**src/rtl/stq_pkg.sv**
```systemverilog
package stq_pkg;

  // slot that lies 'age' positions after 'head' on a ring of 'depth' slots
  function automatic int unsigned ring_slot(int unsigned head, int unsigned age,
                                            int unsigned depth);
    return (head + age) % depth;
  endfunction

endpackage

```
**src/rtl/stq_entries.sv**
```systemverilog
module stq_entries #(
  parameter int DEPTH = 4,
  parameter int AW    = 4,
  parameter int DW    = 8,
  localparam int PW   = (DEPTH > 1) ? $clog2(DEPTH) : 1,
  localparam int CW   = $clog2(DEPTH + 1)
) (
  input  logic          clk,
  input  logic          rst_n,
  input  logic          push_en,
  input  logic [AW-1:0] push_addr,
  input  logic [DW-1:0] push_data,
  input  logic          pop_en,
  output logic [AW-1:0] ent_addr [DEPTH],
  output logic [DW-1:0] ent_data [DEPTH],
  output logic [DEPTH-1:0] ent_vld,
  output logic [PW-1:0] head_ptr,
  output logic          full,
  output logic          empty
);
  import stq_pkg::*;

  logic [PW-1:0] wr_ptr;
  logic [CW-1:0] count;

  assign full  = (count == CW'(DEPTH));
  assign empty = (count == '0);

  always_ff @(posedge clk or negedge rst_n) begin
    if (!rst_n) begin
      wr_ptr   <= '0;
      head_ptr <= '0;
      count    <= '0;
      ent_vld  <= '0;
    end else begin
      if (push_en) begin
        wr_ptr          <= PW'(ring_slot(wr_ptr, 1, DEPTH));
        ent_vld[wr_ptr] <= 1'b1;
      end
      if (pop_en) begin
        head_ptr <= PW'(ring_slot(head_ptr, 1, DEPTH));
        if (!(push_en && wr_ptr == head_ptr)) ent_vld[head_ptr] <= 1'b0;
      end
      if (push_en && !pop_en)      count <= count + 1'b1;
      else if (pop_en && !push_en) count <= count - 1'b1;
    end
  end

  for (genvar s = 0; s < DEPTH; s++) begin : g_slot
    always_ff @(posedge clk) begin
      if (push_en && wr_ptr == PW'(s)) begin
        ent_addr[s] <= push_addr;
        ent_data[s] <= push_data;
      end
    end
  end

  AST_NO_OVERFLOW: assert property (@(posedge clk) disable iff (!rst_n)
    full |-> !push_en);
  AST_POP_NONEMPTY: assert property (@(posedge clk) disable iff (!rst_n)
    pop_en |-> !empty);
  AST_COUNT_BALANCE: assert property (@(posedge clk) disable iff (!rst_n)
    (push_en && pop_en) |=> (count == $past(count)));
  AST_VLD_COUNT: assert property (@(posedge clk) disable iff (!rst_n)
    $countones(ent_vld) == int'(count));

endmodule

```
**src/rtl/stq_match.sv**
```systemverilog
module stq_match #(
  parameter int DEPTH = 4,
  parameter int AW    = 4,
  parameter int DW    = 8,
  localparam int PW   = (DEPTH > 1) ? $clog2(DEPTH) : 1
) (
  input  logic [AW-1:0]    rd_addr,
  input  logic [AW-1:0]    ent_addr [DEPTH],
  input  logic [DW-1:0]    ent_data [DEPTH],
  input  logic [DEPTH-1:0] ent_vld,
  input  logic [PW-1:0]    head_ptr,
  output logic             hit,
  output logic [DW-1:0]    fwd_data
);
  import stq_pkg::*;

  logic [DEPTH-1:0] slot_match;

  for (genvar s = 0; s < DEPTH; s++) begin : g_cmp
    assign slot_match[s] = ent_vld[s] && (ent_addr[s] == rd_addr);
  end

  assign hit = |slot_match;

  // walk from oldest to youngest; the last match seen wins
  always_comb begin
    fwd_data = '0;
    for (int k = 0; k < DEPTH; k++) begin
      if (slot_match[ring_slot(head_ptr, k, DEPTH)])
        fwd_data = ent_data[ring_slot(head_ptr, k, DEPTH)];
    end
  end

endmodule

```
**src/rtl/stq_arb.sv**
```systemverilog
module stq_arb #(
  parameter int AW = 4,
  parameter int DW = 8
) (
  input  logic          clk,
  input  logic          rst_n,
  input  logic          rd_valid,
  input  logic [AW-1:0] rd_addr,
  input  logic          hit,
  input  logic          empty,
  input  logic [AW-1:0] head_addr,
  input  logic [DW-1:0] head_data,
  input  logic          mem_gnt,
  output logic          mem_req,
  output logic          mem_we,
  output logic [AW-1:0] mem_addr,
  output logic [DW-1:0] mem_wdata,
  output logic          rd_ready,
  output logic          rd_issue,
  output logic          drain_fire
);
  assign rd_issue   = rd_valid && !hit;
  assign mem_req    = rd_issue || !empty;
  assign mem_we     = !rd_issue;
  assign mem_addr   = rd_issue ? rd_addr : head_addr;
  assign mem_wdata  = head_data;
  assign drain_fire = !rd_issue && !empty && mem_gnt;
  assign rd_ready   = rd_valid && (hit || mem_gnt);

  AST_READ_FIRST: assert property (@(posedge clk) disable iff (!rst_n)
    (rd_valid && !hit) |-> (mem_req && !mem_we && mem_addr == rd_addr));
  AST_FWD_NO_MEMREAD: assert property (@(posedge clk) disable iff (!rst_n)
    (rd_valid && hit) |-> (rd_ready && (!mem_req || mem_we)));
  AST_READ_BLOCKS_DRAIN: assert property (@(posedge clk) disable iff (!rst_n)
    rd_issue |-> !drain_fire);
  AST_IDLE_QUIET: assert property (@(posedge clk) disable iff (!rst_n)
    (empty && !rd_valid) |-> !mem_req);

endmodule

```
**src/rtl/stq_bypass.sv**
```systemverilog
module stq_bypass #(
  parameter int DEPTH = 4,
  parameter int AW    = 4,
  parameter int DW    = 8,
  localparam int PW   = (DEPTH > 1) ? $clog2(DEPTH) : 1
) (
  input  logic          clk,
  input  logic          rst_n,
  input  logic          push_valid,
  input  logic [AW-1:0] push_addr,
  input  logic [DW-1:0] push_data,
  output logic          push_ready,
  input  logic          rd_valid,
  input  logic [AW-1:0] rd_addr,
  output logic          rd_ready,
  output logic          rd_hit,
  output logic [DW-1:0] rd_data,
  output logic          mem_req,
  output logic          mem_we,
  output logic [AW-1:0] mem_addr,
  output logic [DW-1:0] mem_wdata,
  input  logic          mem_gnt,
  output logic          full,
  output logic          empty
);
  logic [AW-1:0]    ent_addr [DEPTH];
  logic [DW-1:0]    ent_data [DEPTH];
  logic [DEPTH-1:0] ent_vld;
  logic [PW-1:0]    head_ptr;
  logic             push_fire;
  logic             drain_fire;
  logic             rd_issue;
  logic             hit;
  logic [DW-1:0]    fwd_data;

  assign push_ready = !full;
  assign push_fire  = push_valid && !full;
  assign rd_hit     = rd_valid && hit;
  assign rd_data    = rd_hit ? fwd_data : '0;

  stq_entries #(.DEPTH(DEPTH), .AW(AW), .DW(DW)) u_entries (
    .clk(clk), .rst_n(rst_n),
    .push_en(push_fire), .push_addr(push_addr), .push_data(push_data),
    .pop_en(drain_fire),
    .ent_addr(ent_addr), .ent_data(ent_data), .ent_vld(ent_vld),
    .head_ptr(head_ptr), .full(full), .empty(empty)
  );

  stq_match #(.DEPTH(DEPTH), .AW(AW), .DW(DW)) u_match (
    .rd_addr(rd_addr), .ent_addr(ent_addr), .ent_data(ent_data),
    .ent_vld(ent_vld), .head_ptr(head_ptr),
    .hit(hit), .fwd_data(fwd_data)
  );

  stq_arb #(.AW(AW), .DW(DW)) u_arb (
    .clk(clk), .rst_n(rst_n),
    .rd_valid(rd_valid), .rd_addr(rd_addr), .hit(hit), .empty(empty),
    .head_addr(ent_addr[head_ptr]), .head_data(ent_data[head_ptr]),
    .mem_gnt(mem_gnt),
    .mem_req(mem_req), .mem_we(mem_we), .mem_addr(mem_addr),
    .mem_wdata(mem_wdata), .rd_ready(rd_ready),
    .rd_issue(rd_issue), .drain_fire(drain_fire)
  );

  AST_EMPTY_AFTER_PUSH: assert property (@(posedge clk) disable iff (!rst_n)
    (push_fire && !drain_fire) |=> !empty);
  AST_FULL_REFUSES: assert property (@(posedge clk) disable iff (!rst_n)
    full |-> !push_ready);

endmodule

```
**config.mk**
```make
export PLATFORM = sky130hd
export DESIGN_NAME = stq_bypass
export DESIGN_NICKNAME = d
export VERILOG_FILES = /design/src/rtl/stq_pkg.sv /design/src/rtl/stq_entries.sv /design/src/rtl/stq_match.sv /design/src/rtl/stq_arb.sv /design/src/rtl/stq_bypass.sv
export SDC_FILE = /design/constraint.sdc
export NUM_CORES = 1
export LEC_CHECK = 0
export BUFFER_PORTS_ARGS = -buffer_cell sky130_fd_sc_hd__buf_2
export CAP_MARGIN = 40
export CORE_UTILIZATION = 59
export DETAILED_ROUTE_END_ITERATION = 6
export GPL_TIMING_DRIVEN = 0
export PLACE_DENSITY = 0.9
export SETUP_SLACK_MARGIN = 0.02
export SYNTH_ARGS = -nofsm -noshare
export SYNTH_HDL_FRONTEND = slang
export SYNTH_HIERARCHICAL = 1
export SYNTH_SLANG_ARGS = --single-unit
```
**constraint.sdc**
```tcl
create_clock -name clk -period 3.5 [get_ports clk]
set_input_delay 0.7 -clock clk [delete_from_list [all_inputs] [get_ports clk]]
set_output_delay 0.7 -clock clk [all_outputs]
set_load 0.01 [all_outputs]
```
==> flow_metrics.env <==
export IMPL_violations="setup timing"
export IMPL_leakage_nw=1.86
export IMPL_clock_sinks=59
export IMPL_cp_data_arrival_time_ns=3.03
export IMPL_start_util_pct=62.9
export IMPL_grt_ovfl_total=0
export IMPL_grt_max_degree=14
export IMPL_place_area_um2=4160
export IMPL_end_kind="primary output"
export IMPL_insertedDiodeCount=0
export IMPL_r2r_start="u_entries/ent_addr[10]"
export IMPL_regArea_um2=1720
export IMPL_grt_total_usage_pct=32.8
export IMPL_clk_pin_slew_ns=0.08
export IMPL_nets=400
export IMPL_dieWidth_um=82.6
export IMPL_grt_pass1_wl_um=15800
export IMPL_critPathLaunchType="input port"
export IMPL_worst_setup_path_type="in2out"
export IMPL_cap_viol_max_count=0
export IMPL_design_area_um2=4680
export IMPL_grt_setup_unrepaired="true"
export IMPL_layout_setup_ws_ns=-0.227
export IMPL_cts_buffers=9
export IMPL_final_cells=449
export IMPL_syn_nets=328
export IMPL_grt_pass1_vias=2943
export IMPL_final_util_pct=76.8
export IMPL_vias=3254
export IMPL_dr_pass1_iters=5
export IMPL_worstSetupStartpoint="rd_addr[0]"
export IMPL_period_needed_ns=3.73
export IMPL_ir_drop_v=0.000573
export IMPL_route_detailed_drc=0
export IMPL_drt_total_wl_um=11300
export IMPL_antenna_found_initial=0
export IMPL_place_gp_congestion=0.910
export IMPL_fill_cells=363
export IMPL_ant_nets=0
export IMPL_drtIter0Drc=643
export IMPL_holdWs_ns=0.201
export IMPL_clock_fmax_mhz=268
export IMPL_io_buffers=47
export IMPL_dp_cells=419
export IMPL_slew_headroom_pct=42.7
export IMPL_path_max_fanout=5
export IMPL_netlist_area_um2=3830
export IMPL_fin_crit_sh_pct=106
export IMPL_vias_per_cell=7.25
export IMPL_cts_tree="built"
export IMPL_core_area_um2=6100
export IMPL_ys_warn_count=6
export IMPL_status="finished with violations"
export IMPL_dieArea_um2=6820
export IMPL_wl_per_cell_um=25.2
export IMPL_setup_tns_ns=-1.45
export IMPL_syn_area_per_cell_um2=12.9
export IMPL_dpl_hpwl_um=6400
export IMPL_worstPathRequired_ns=2.80
export IMPL_power_per_cell_area_nw_per_um2=843
export IMPL_finalHoldViolations=0
export IMPL_holdBufCountCts=0
export IMPL_tightest_slew_ns=0.860
export IMPL_synthToLayoutAreaGrowth_pct=22.1
export IMPL_io_pins=48
export IMPL_pre_cts_ws_ns=-0.453
export IMPL_cts_max_level=3
export IMPL_fin_skew_ns=0.0117
export IMPL_rows=28
export IMPL_hp_class="in2async"
export IMPL_clock_latency_ns=0.35
export IMPL_slew_violations=0
export IMPL_clock_path_buffers=2
export IMPL_dieHeight_um=82.6
export IMPL_drive_gt1_share_pct=43.3
export IMPL_multi_input_area_um2=2050
export IMPL_cts_root_buf="clkbuf_8"
export IMPL_power_total_mw=3.95
export IMPL_syn_inst=297
export IMPL_setup_viol_count_final=8
## placed cells by master (no fill, tap or decap), types with 8 or more instances in the layout
master	count
o221ai_2	8
ha_1	8
o221ai_1	8
mux2i_1	24
inv_1	12
nand2_1	11
mux2_2	9
edfxtp_1	48
mux4_2	11
o21ai_0	10
dfrtp_1	10
clkbuf_8	10
buf_4	27
buf_2	46
## flip-flops by register name (all words and copies together) (netlist names)
signal / count
u_entries/ent_vld: 4
u_entries/ent_data: 32
u_entries/count: 3
u_entries/head_ptr: 2
u_entries/ent_addr: 16
u_entries/wr_ptr: 2
## power breakdown
part           total, mW  internal [mW]  switching [mW]
combinational       2.10          0.973            1.13
sequential          1.13          0.956           0.173
clock              0.716          0.420           0.296
total               3.95           2.35            1.60
## cell type report
class,instances,area share (%)
Multi-Input combinational cell,199,43.7
Sequential cell,59,36.7
Timing Repair Buffer,61,7.83
Buffer,23,3.58
Clock buffer,10,2.94
Tap cell,75,2.01
Clock inverter,6,1.90
Inverter,16,1.28
## per-layer routing
| metal | track usage, % | wire length, um |
|---|---|---|
| met1 | 41.0 | 4040 |
| met2 | 53.0 | 5370 |
| met3 | 9.78 | 1360 |
| met4 | 14.0 | 534 |
| met5 | 0 | 0 |
## final timing paths
path / cells after the start / end / slack, ns
setup / recovery: 11 / rd_data[3] / -0.23
hold / removal: 1 / u_entries/ent_vld[0] / 0.20
setup reg to reg: 16 / u_entries/count[1] / 0.09
hold reg to reg: 1 / u_entries/count[2] / 0.52
max in group asynchronous: 1 / u_entries/head_ptr[1] / 3.06
min in group clk: 1 / u_entries/count[2] / 0.52
## what timing repair did
action	in CTS	in global routing
setup endpoints to repair	14	15
pin swaps	12	19
setup buffers	8	6
resized for setup	18	24
## critical path, cell delays in order
cell,delay (ns)
buf_4,0.12
inv_2,0.07
a222oi_1,0.41
nand3b_1,0.27
buf_4,0.22
mux2i_4,0.22
buf_4,0.18
o311ai_0,0.17
a32o_1,0.33
and3_1,0.19
buf_2,0.14
Note: power is estimated with default switching activity, not from simulation.
